[src/rtl/acc_pkg.sv]
package acc_pkg;
  localparam int OPW = 3;

  typedef enum logic [OPW-1:0] {
    OP_CALL    = 3'd0,
    OP_STORE   = 3'd1,
    OP_INDEX   = 3'd2,
    OP_CLRBITS = 3'd3,
    OP_ROTR    = 3'd4,
    OP_NEGLD   = 3'd5,
    OP_ADD     = 3'd6,
    OP_DECJNZ  = 3'd7
  } op_e;

  typedef enum logic [1:0] {
    ST_FETCH = 2'd0,
    ST_DEC   = 2'd1,
    ST_EXEC  = 2'd2
  } st_e;
endpackage

[src/rtl/acc_alu.sv]
module acc_alu
  import acc_pkg::*;
#(
  parameter int DW = 16
) (
  input  op_e           op,
  input  logic [DW-1:0] acc,
  input  logic [DW-1:0] opnd,
  output logic [DW-1:0] res
);
  function automatic logic [DW-1:0] f_rotr(input logic [DW-1:0] v);
    return {v[0], v[DW-1:1]};
  endfunction

  function automatic logic [DW-1:0] f_neg(input logic [DW-1:0] v);
    return (~v) + 1'b1;
  endfunction

  function automatic logic [DW-1:0] f_clrbits(input logic [DW-1:0] a, input logic [DW-1:0] m);
    return a & ~m;
  endfunction

  function automatic logic [DW-1:0] f_add(input logic [DW-1:0] a, input logic [DW-1:0] m);
    return a + m;
  endfunction

  function automatic logic [DW-1:0] f_dec(input logic [DW-1:0] a);
    return a - 1'b1;
  endfunction

  always_comb begin
    case (op)
      OP_ADD:     res = f_add(acc, opnd);
      OP_CLRBITS: res = f_clrbits(acc, opnd);
      OP_ROTR:    res = f_rotr(opnd);
      OP_NEGLD:   res = f_neg(opnd);
      OP_DECJNZ:  res = f_dec(acc);
      default:    res = acc;
    endcase
  end
endmodule

[src/rtl/acc_idx.sv]
module acc_idx #(
  parameter int AW = 13
) (
  input  logic          clk,
  input  logic          rst_n,
  input  logic          load,
  input  logic [AW-1:0] load_val,
  input  logic          consume,
  output logic [AW-1:0] idx_q
);
  always_ff @(posedge clk) begin
    if (!rst_n)       idx_q <= '0;
    else if (load)    idx_q <= load_val;
    else if (consume) idx_q <= '0;
  end
endmodule

[src/rtl/acc_seq.sv]
module acc_seq
  import acc_pkg::*;
#(
  parameter int DW = 16,
  localparam int AW = DW - OPW
) (
  input  logic          clk,
  input  logic          rst_n,
  input  logic [DW-1:0] mem_rdata,
  input  logic [AW-1:0] idx_val,
  input  logic [DW-1:0] alu_res,
  output op_e           alu_op,
  output logic [AW-1:0] mem_addr,
  output logic          mem_rd,
  output logic          mem_wr,
  output logic [DW-1:0] mem_wdata,
  output logic [DW-1:0] acc_q,
  output logic [AW-1:0] pc_q,
  output logic          idx_load,
  output logic          idx_consume,
  output logic          st_fetch,
  output logic          jump_taken,
  output logic [AW-1:0] jump_tgt,
  output logic          call_write
);
  st_e           state_q;
  op_e           op_q;
  op_e           opd;
  logic [AW-1:0] ea_dec;
  logic [AW-1:0] pc_inc;
  logic [AW-1:0] call_tgt;

  assign opd      = op_e'(mem_rdata[DW-1:AW]);
  assign ea_dec   = mem_rdata[AW-1:0] + idx_val;
  assign pc_inc   = pc_q + 1'b1;
  assign call_tgt = mem_rdata[AW-1:0];
  assign alu_op   = (state_q == ST_DEC) ? opd : op_q;

  assign st_fetch    = (state_q == ST_FETCH);
  assign idx_consume = (state_q == ST_DEC);
  assign idx_load    = (state_q == ST_EXEC) && (op_q == OP_INDEX);
  assign call_write  = (state_q == ST_EXEC) && (op_q == OP_CALL);
  assign jump_taken  = (state_q == ST_DEC) && (opd == OP_DECJNZ) && (alu_res != '0);
  assign jump_tgt    = ea_dec;

  always_comb begin
    mem_rd    = 1'b0;
    mem_wr    = 1'b0;
    mem_addr  = pc_q;
    mem_wdata = acc_q;
    case (state_q)
      ST_FETCH: mem_rd = 1'b1;
      ST_DEC: begin
        if (opd == OP_STORE) begin
          mem_wr   = 1'b1;
          mem_addr = ea_dec;
        end else if (opd != OP_DECJNZ) begin
          mem_rd   = 1'b1;
          mem_addr = ea_dec;
        end
      end
      ST_EXEC: begin
        if (op_q == OP_CALL) begin
          mem_wr    = 1'b1;
          mem_addr  = call_tgt;
          mem_wdata = {{OPW{1'b0}}, pc_inc};
        end
      end
      default: ;
    endcase
  end

  always_ff @(posedge clk) begin
    if (!rst_n) begin
      state_q <= ST_FETCH;
      op_q    <= OP_CALL;
      acc_q   <= '0;
      pc_q    <= '0;
    end else begin
      case (state_q)
        ST_FETCH: state_q <= ST_DEC;
        ST_DEC: begin
          op_q <= opd;
          case (opd)
            OP_STORE: begin
              pc_q    <= pc_inc;
              state_q <= ST_FETCH;
            end
            OP_DECJNZ: begin
              acc_q   <= alu_res;
              pc_q    <= (alu_res != '0) ? ea_dec : pc_inc;
              state_q <= ST_FETCH;
            end
            default: state_q <= ST_EXEC;
          endcase
        end
        ST_EXEC: begin
          case (op_q)
            OP_CALL:  pc_q <= call_tgt + 1'b1;
            OP_INDEX: pc_q <= pc_inc;
            default: begin
              acc_q <= alu_res;
              pc_q  <= pc_inc;
            end
          endcase
          state_q <= ST_FETCH;
        end
        default: state_q <= ST_FETCH;
      endcase
    end
  end
endmodule

[src/rtl/acc_core.sv]
module acc_core
  import acc_pkg::*;
#(
  parameter int DW = 16,
  localparam int AW = DW - OPW
) (
  input  logic          clk,
  input  logic          rst_n,
  output logic [AW-1:0] mem_addr,
  output logic          mem_rd,
  output logic          mem_wr,
  output logic [DW-1:0] mem_wdata,
  input  logic [DW-1:0] mem_rdata,
  output logic [DW-1:0] acc_o,
  output logic [AW-1:0] pc_o
);
  op_e           alu_op;
  logic [DW-1:0] alu_res;
  logic [AW-1:0] idx_q;
  logic          idx_load;
  logic          idx_consume;
  logic          st_fetch;
  logic          jump_taken;
  logic [AW-1:0] jump_tgt;
  logic          call_write;

  acc_seq #(.DW(DW)) u_seq (
    .clk         (clk),
    .rst_n       (rst_n),
    .mem_rdata   (mem_rdata),
    .idx_val     (idx_q),
    .alu_res     (alu_res),
    .alu_op      (alu_op),
    .mem_addr    (mem_addr),
    .mem_rd      (mem_rd),
    .mem_wr      (mem_wr),
    .mem_wdata   (mem_wdata),
    .acc_q       (acc_o),
    .pc_q        (pc_o),
    .idx_load    (idx_load),
    .idx_consume (idx_consume),
    .st_fetch    (st_fetch),
    .jump_taken  (jump_taken),
    .jump_tgt    (jump_tgt),
    .call_write  (call_write)
  );

  acc_alu #(.DW(DW)) u_alu (
    .op   (alu_op),
    .acc  (acc_o),
    .opnd (mem_rdata),
    .res  (alu_res)
  );

  acc_idx #(.AW(AW)) u_idx (
    .clk      (clk),
    .rst_n    (rst_n),
    .load     (idx_load),
    .load_val (mem_rdata[AW-1:0]),
    .consume  (idx_consume),
    .idx_q    (idx_q)
  );
endmodule

[config.mk]
export PLATFORM = sky130hd
export DESIGN_NAME = acc_core
export DESIGN_NICKNAME = d
export VERILOG_FILES = /design/src/rtl/acc_pkg.sv /design/src/rtl/acc_alu.sv /design/src/rtl/acc_idx.sv /design/src/rtl/acc_seq.sv /design/src/rtl/acc_core.sv
export SDC_FILE = /design/constraint.sdc
export NUM_CORES = 1
export LEC_CHECK = 0
export BUFFER_PORTS_ARGS = -buffer_cell sky130_fd_sc_hd__buf_2
export CELL_PAD_IN_SITES_DETAIL_PLACEMENT = 0
export CELL_PAD_IN_SITES_GLOBAL_PLACEMENT = 1
export CORE_MARGIN = 2
export CORE_UTILIZATION = 43
export DETAILED_ROUTE_END_ITERATION = 7
export PLACE_DENSITY_LB_ADDON = 0.1
export SYNTH_ARGS = -nofsm -noshare
export SYNTH_HDL_FRONTEND = slang
export SYNTH_HIERARCHICAL = 1
export SYNTH_SLANG_ARGS = --single-unit
export TNS_END_PERCENT = 10
[constraint.sdc]
create_clock -name clk -period 5.8 [get_ports clk]
set_clock_uncertainty 0.2 [all_clocks]
set_input_delay 0.58 -clock clk [delete_from_list [all_inputs] [get_ports clk]]
set_output_delay 0.58 -clock clk [all_outputs]
set_load 0.01 [all_outputs]
== Yosys cells after proc, flatten, opt, wreduce, memory -nomap -nowiden ==
Index checks and enable logic that the tools add are counted.
Storage, ports and cells
  flip-flop bits (word level): 47
  input port bits: 18
  output and inout bits: 60
  logic and storage cells: 62
Cells by class
  $add $sub $neg: 6
  equality and inequality tests: 14
  mux-type cells: 25
  bitwise operators: 2
  reductions and logical operators: 10
Operator list (number)
  two-way mux 13 bit: 7
  case mux 16 bit (5 select lines): 1
  case mux 13 bit (2 select lines): 3
  two-way mux 16 bit: 4
  case mux 16 bit (2 select lines): 1
  adder 13 x 1 -> 13 bit (second input constant): 2
  adder 16 x 1 -> 16 bit (second input constant): 1
  adder 16 bit: 1
  bitwise AND 16 bit: 1
  inverter 16 bit: 1
  nonzero test 16 bit: 1
  subtractor 16 x 1 -> 16 bit (second input constant): 1
  equality test 3 bit (second input constant): 5
  adder 13 bit: 1
  equality test 3 x 2 -> 1 bit (second input constant): 2
  two-way mux 1 bit: 4
  case mux 1 bit (2 select lines): 2
  case mux 2 bit (2 select lines): 1
  nonzero test 2 bit: 2
  OR reduction 2 bit: 2
  equality test 3 x 1 -> 1 bit (second input constant): 1
  zero test 3 bit: 1
  two-way mux 3 bit: 1
  != test 3 x 1 -> 1 bit (second input constant): 1
  other kinds (10): 10

== Logic depth before layout (Yosys ltp) ==
Gate-level depths: netlist of the first run.
  depth after elaboration: 8
  mapped depth: 25
  gate-level depth less buffers: 21

== Modules after synthesis ==
The synthesis of the first run kept the hierarchy.
By module, submodules not included
  acc_seq: instances 1, cells each 459, area an instance 3373.2 µm², seq. area each 680.7 µm²
  acc_alu: instances 1, cells each 299, area an instance 1901.8 µm², seq. area each 0.0 µm²
  acc_idx: instances 1, cells each 57, area an instance 510.5 µm², seq. area each 260.2 µm²

== Worst setup path after synthesis of the first run ==
OpenSTA, ideal clock, no wires.
  kind: register to register
  start: register u_seq.state_q[1]
  end: register u_seq.pc_q[7]
  library setup time: 0.059 ns
  arrival: 4.523 ns
  required time: 5.541 ns
  path slack: 1.017 ns
  cell stages (with the launch flop): 23
  buffers on the path: 4
  clock period less this slack: 4.783 ns
  path through: dfxtp_1 inv_1 ha_1 clkbuf_1 mux2_2 nand3_1 clkbuf_1 nand2_1 ha_1 buf_2 a211oi_2 o21ai_0 a211oi_2 nand2_1 or3_2 a31oi_1 nor4_1 and4_1 nand2b_1 buf_2 a21o_1 a221oi_1 a22o_1
On the way
  longest elaborated chain between the ends: 8
  elaborated cells on any way between the ends: 16
  classes of those cells: 8 x eq/ne; 5 x mux; 3 x reduce/logical
RTL lines
  start, declared: line acc_seq.sv:26  | st_e state_q;
  start signal, assigned: line acc_seq.sv:75  | state_q <= ST_FETCH;
  start signal, assigned: line acc_seq.sv:81  | ST_FETCH: state_q <= ST_DEC;
  start signal, assigned: line acc_seq.sv:87  | state_q <= ST_FETCH;
  equality test 2 x 1 -> 1 bit *
  named net idx_consume: line acc_core.sv:21  | logic idx_consume;
  two-way mux 3 bit *
  named net alu_op[2]: line acc_core.sv:17  | op_e alu_op;
  equality test 3 bit or equality test 3 x 2 -> 1 bit (tied branches): line acc_alu.sv:32  | case (op)
  case mux 16 bit (5 select lines) *: line acc_alu.sv:32
  named net alu_res[15]: line acc_core.sv:18  | logic [DW-1:0] alu_res;
  nonzero test 16 bit *
  two-way mux 13 bit *: line acc_seq.sv:91  | pc_q <= (alu_res != '0) ? ea_dec : pc_inc;
  case mux 13 bit (2 select lines) *: line acc_seq.sv:84  | case (opd)
  case mux 13 bit (2 select lines) *: line acc_seq.sv:80  | case (state_q)
  end signal, assigned: line acc_seq.sv:86  | pc_q <= pc_inc;
  end signal, assigned: line acc_seq.sv:91
  end signal, assigned: line acc_seq.sv:99  | OP_CALL: pc_q <= call_tgt + 1'b1;
  end, declared: line acc_seq.sv:18  | output logic [AW-1:0] pc_q,
Mark *: on every way through the listed nets, which the timed path passes. The rest lies on a longest branch.
A chain may end at the register's enable or synchronous reset.

== Worst setup path after layout of the first run ==
  start: register u_seq.state_q[1]
  end: register u_seq.pc_q[10]
Same word-level chain as after synthesis.

==> impl_metrics.ini, run 1 <==
[clocking]
cts_tree = done
clk_pin_slew_ns = 0.07
cts_inserted_buffers = 5
insertion_delay_ns = 0.31
cts-resized-gates = 0
post_cts.repair.setup_buffers = 0
cts.path.max_buffers = 2
htree_num_levels = 2
holdBufCountCts = 0
cts.root.buffer_cell = clkbuf_16
numClockSinks = 47

[floorplanning]
rows = 42
die_area_mm2 = 0.0144
start_util_pct = 43.8
die_h_um = 120
coreArea_mm2 = 0.0132
dieWidth_um = 120
pin_count = 78

[power_and_ir_drop]
seqPwrFrac_pct = 30.0
vdd_drop_max_mv = 0.113
power.internal_w = 0.000742
p_per_area_mw_per_mm2 = 205
power_frac_comb_pct = 45.8
p_sw_share_pct = 44.2
power_leakage_nw = 2.70
power_switching_w = 0.000589
pwr-share-clk_pct = 24.3
total_power_w = 0.00133

[place]
dp_hpwl_um = 16700
place_congestion = 0.957
port_buffers = 77

[drt]
via_count = 6650
drtIter0Drc = 670
ant_nets = 0
firstDrtPassIters = 5
vias_per_cell = 6.31
wl_per_cell_um = 21.6
drt-total-wl_um = 22800
route.detailed.drc = 0

[sta]
max_slew.worst_pin.slew_ns = 1.18
min_period_ns = 5.39
fmax_mhz = 185
tns_ns = 0
rsz0062_at_grt = false
setup_viol = 0
hold_viol = 0
period_share_pct = 93.0
final_max_slew_viol_count = 0
relSlewSlack_pct = 21.1

[worst_setup_path]
worstSetupStartpointType = register
max_stage_delay_ns = 0.69
crit_type = register to register
crit_arrival_ns = 5.36
cp_max_fo = 6
cp.required_ns = 5.77
crit-reg2reg-launch = u_seq/state_q[1]
worst_path_max_delay_cell = a2111oi_0
critPathMostFrequentCell = a21oi_1
crit_start = u_seq/state_q[1]
cp-end-kind = register
path_cells = inv_1, ha_1, mux2_2, nand3_1, buf_4, nand2_1, fa_1, a21oi_1, o211ai_1, a21oi_1, xnor2_1, nand2_1, a21oi_1, nor4_1, and4_1, nand2b_1, a2111oi_0, o21ai_0

[yosys]
synth_fp_nets = 868
synth_cells = 812
ys_warn_count = 6
syn-cell-area_mm2 = 0.00577
synth.avg_cell_area_um2 = 7.11

[global_routing]
grt_pass1_wl_um = 35000
antenna_found_initial = 0
grt_max_degree = 34
grt_pass1_vias = 6218
grt_use_total_pct = 31.4
grt-ovfl-total = 0

[finish]
seq_area_um2 = 941
drive_gt1_share_pct = 16.2
final_nets = 934
multi_input_area_mm2 = 0.00450
num_antenna_cells = 0
syn2layout_area_growth_pct = 12.3
fillCellCount = 1381

[run]
cap_violations = 0

[outcome]
outcome = finished, final reports clean

[hold_path]
min_from = u_idx/idx_q[7]
hold_path_class = register to register
==> area by class of cell <==
cell class	instances	share of cell area (%)
clock buffers	6	2.14
clock inverters	1	0.0772
well taps	176	3.40
flip-flops and latches	47	14.5
repair buffers	99	8.49
multi-input cells	691	69.4
inverters	34	1.97
==> registers in the layout, summed over array words and instances (netlist names) <==
signal         flops
u_seq/acc_q       16
u_seq/op_q         3
u_idx/idx_q       13
u_seq/state_q      2
u_seq/pc_q        13
==> worst max-delay path: cells and delay by family, from the launching register on <==
| kind | cells | cell delay [ns] |
|---|---|---|
| DFF | 1 | 0.32 |
| buffers and inverters | 2 | 0.27 |
| muxes | 1 | 0.39 |
| and+or+nand+nor | 6 | 1.04 |
| adders and majority gates | 2 | 0.77 |
| xor gates and xnor gates | 1 | 0.20 |
| AOI/OAI and AO/OA | 6 | 2.03 |
==> stage by stage <==
stage               hold WS [ns]  std cells  worst slack, ns  cell area [um^2]  util, %
finish                     0.272       1054            0.409              6480     49.1
global placement           0.256       1047            0.359              6340     48.0
detailed placement         0.262       1047            0.273              6340     48.0
global route               0.294       1054           0.0665              6480     49.1
CTS                        0.274       1054            0.501              6480     49.1
floorplan                  0.245        812             1.03              5770        -
==> cells in the final DEF, fill, tap and decap left out, types with 10 or more instances in the layout <==
master	count
nand2_1	99
buf_2	77
nor2_1	68
o21ai_0	64
a21oi_1	57
dfxtp_1	47
nand3_1	36
ha_1	36
inv_1	29
nand2b_1	27
xnor2_1	27
buf_4	22
xor2_1	21
o21ai_1	20
mux2i_1	18
nor3_1	17
o211ai_1	14
and2_1	14
a22oi_1	10
==> layer usage <==
layer / vias to the layer above / share of wire (%) / global-route usage [%]
li1: 3098 / - / -
met1: 3144 / 42 / 39.9
met2: 328 / 46 / 51.4
met3: 80 / 7.5 / 5.61
met4: 0 / 4.5 / 15.5
met5: - / 0 / 0
==> power by group through the flow <==
stage                     sequential, W  clock, W  combinational, W
after global routing           0.000404  0.000339          0.000661
after detailed placement       0.000405         0          0.000594
after global placement         0.000404         0          0.000589
final                          0.000399  0.000323          0.000609
after CTS                      0.000397  0.000329          0.000597
after floorplan                0.000398         0          0.000387
==> path summary, 6_finish.rpt <==
check / cells after the start / slack, ns / to
max: 18 / 0.41 / u_seq/pc_q[10]
min: 2 / 0.27 / u_idx/idx_q[7]
max reg2reg: 18 / 0.41 / u_seq/pc_q[10]
min reg2reg: 2 / 0.27 / u_idx/idx_q[7]
(Power assumes the default switching activity.)
==> inputs of run 2 (changes only) <==
Settings changed: ABC_AREA set to 1, CORE_UTILIZATION 43 to 41.
==> run 2 against run 1 <==
Compared with the run above: critical path depth increased by 11; global-route usage decreased by 2.3 points; worst hold slack improved by 0.00057 ns; first-iteration DRC count decreased by 2.7%; synthesized area increased by 3.5%; sequential cell count unchanged; count of clock-buffer cells in the layout decreased by 1; largest cell class unchanged.
==> impl_metrics.ini, run 2 <==
[outcome]
outcome = finished, final reports clean

[sta]
setup_viol = 0
rsz0062_at_grt = false
hold_viol = 0
fmax_mhz = 198
period_share_pct = 87.1
final_max_slew_viol_count = 0
whs_ns = 0.273
min_period_ns = 5.05
tns_ns = 0
relSlewSlack_pct = 27.7
max_slew.worst_pin.slew_ns = 1.08

[clocking]
cts-resized-gates = 0
htree_num_levels = 2
post_cts.repair.setup_buffers = 0
clk_pin_slew_ns = 0.08
cts.root.buffer_cell = clkbuf_16
holdBufCountCts = 0
numClockSinks = 47
cts_inserted_buffers = 5
cts_tree = done
cts.path.max_buffers = 2
insertion_delay_ns = 0.30

[global_routing]
grt_use_met2_pct = 43.7
use_met1_pct = 44.3
grt-ovfl-total = 0
grt_use_met3_pct = 4.85
grt_pass1_wl_um = 36000
antenna_found_initial = 0
grt_pass1_vias = 6345
grt_use_total_pct = 29.2
grt_max_degree = 37
busiest_layer = met1

[finish]
drive_gt1_share_pct = 14.7
reg_top3 = u_seq/acc_q (16), u_idx/idx_q (13), u_seq/pc_q (13)
layout_common_cells = nand2_1 (268), inv_1 (121), nor2_1 (109), a21oi_1 (90)
fillCellCount = 1626
largest_reg_flops = 16
final_common_cell = nand2_1
final_nets = 1139
syn2layout_area_growth_pct = 10.3
num_antenna_cells = 0
top_register = u_seq/acc_q

[floorplanning]
dieWidth_um = 125
coreArea_mm2 = 0.0144
die_h_um = 125
pin_count = 78
die_area_mm2 = 0.0155
start_util_pct = 41.6
rows = 44

[yosys]
synth_cells = 1028
synth_fp_nets = 1084
ys_warn_count = 6
synth.avg_cell_area_um2 = 5.81
syn-cell-area_mm2 = 0.00597

[power_and_ir_drop]
power_leakage_nw = 3.28
vdd_drop_max_mv = 0.112
p_per_area_mw_per_mm2 = 217
total_power_w = 0.00143

[worst_setup_path]
critPathMostFrequentCell = nand2_1
cp_max_fo = 22
cp-end-kind = register
cp.required_ns = 5.79
crit_type = register to register
worst_path_max_delay_cell = fa_1
crit_arrival_ns = 5.04
max_stage_delay_ns = 0.41
worstSetupStartpointType = register

[drt]
vias_per_cell = 5.52
ant_nets = 0
route.detailed.drc = 0
drt-total-wl_um = 23000
wl_per_cell_um = 18.1
drtIter0Drc = 652
via_count = 6998
firstDrtPassIters = 7

[place]
dp_hpwl_um = 17600
port_buffers = 77
place_congestion = 0.915

[run]
cap_violations = 0

[hold_path]
hold_path_class = register to register
run 2: final cells by class:
type	instances	area (um^2)	share of cell area, %
Clock buffer	5	125	1.90
Timing Repair Buffer	79	400	6.08
Clock inverter	3	47.5	0.721
Sequential cell	47	941	14.3
Tap cell	184	230	3.49
Inverter	139	529	8.03
Multi-Input combinational cell	811	4320	65.5
run 2: per-stage QoR:
stage / cells / area, um^2 / setup slack [ns] / util [%]
final: 1268 / 6590 / 0.750 / 45.9
after detailed placement: 1260 / 6420 / 0.792 / 44.7
after global placement: 1260 / 6420 / 0.813 / 44.7
after global routing: 1268 / 6590 / 0.229 / 45.9
after floorplan: 1028 / 5970 / 1.59 / -
after CTS: 1268 / 6590 / 0.766 / 45.9
run 2: final timing paths:
path / start / to / slack (ns) / cells past startpoint
worst min register to register: u_idx/idx_q[2] / u_idx/idx_q[2] / 0.27 / 2
worst max register to register: u_seq/state_q[1] / u_seq/pc_q[0] / 0.75 / 29
worst max-delay path: u_seq/state_q[1] / u_seq/pc_q[0] / 0.75 / 29
worst min-delay path: u_idx/idx_q[2] / u_idx/idx_q[2] / 0.27 / 2
run 2: routing by layer:
metal  up-vias  share of wire (%)
met5         -                  0
met4         0               0.74
met3        15                8.3
met2       253                 42
met1      3257                 49
li1       3473                  -
run 2: where the power goes:
| part | leakage [nW] | internal, W | switching, W | total (W) |
|---|---|---|---|---|
| clock | 0.0844 | 0.000206 | 0.000149 | 0.000356 |
| combinational | 2.81 | 0.000218 | 0.000435 | 0.000654 |
| sequential | 0.385 | 0.000353 | 0.0000640 | 0.000417 |
| total | 3.28 | 0.000778 | 0.000649 | 0.00143 |
run 2: critical path, delay by kind of cell (launching register included):
family,cells,cell delay [ns]
and+or+nand+nor,18,2.61
adders and majority gates,3,0.87
buffers and inverters,5,0.63
DFF,1,0.34
AOI/OAI and AO/OA,3,0.30
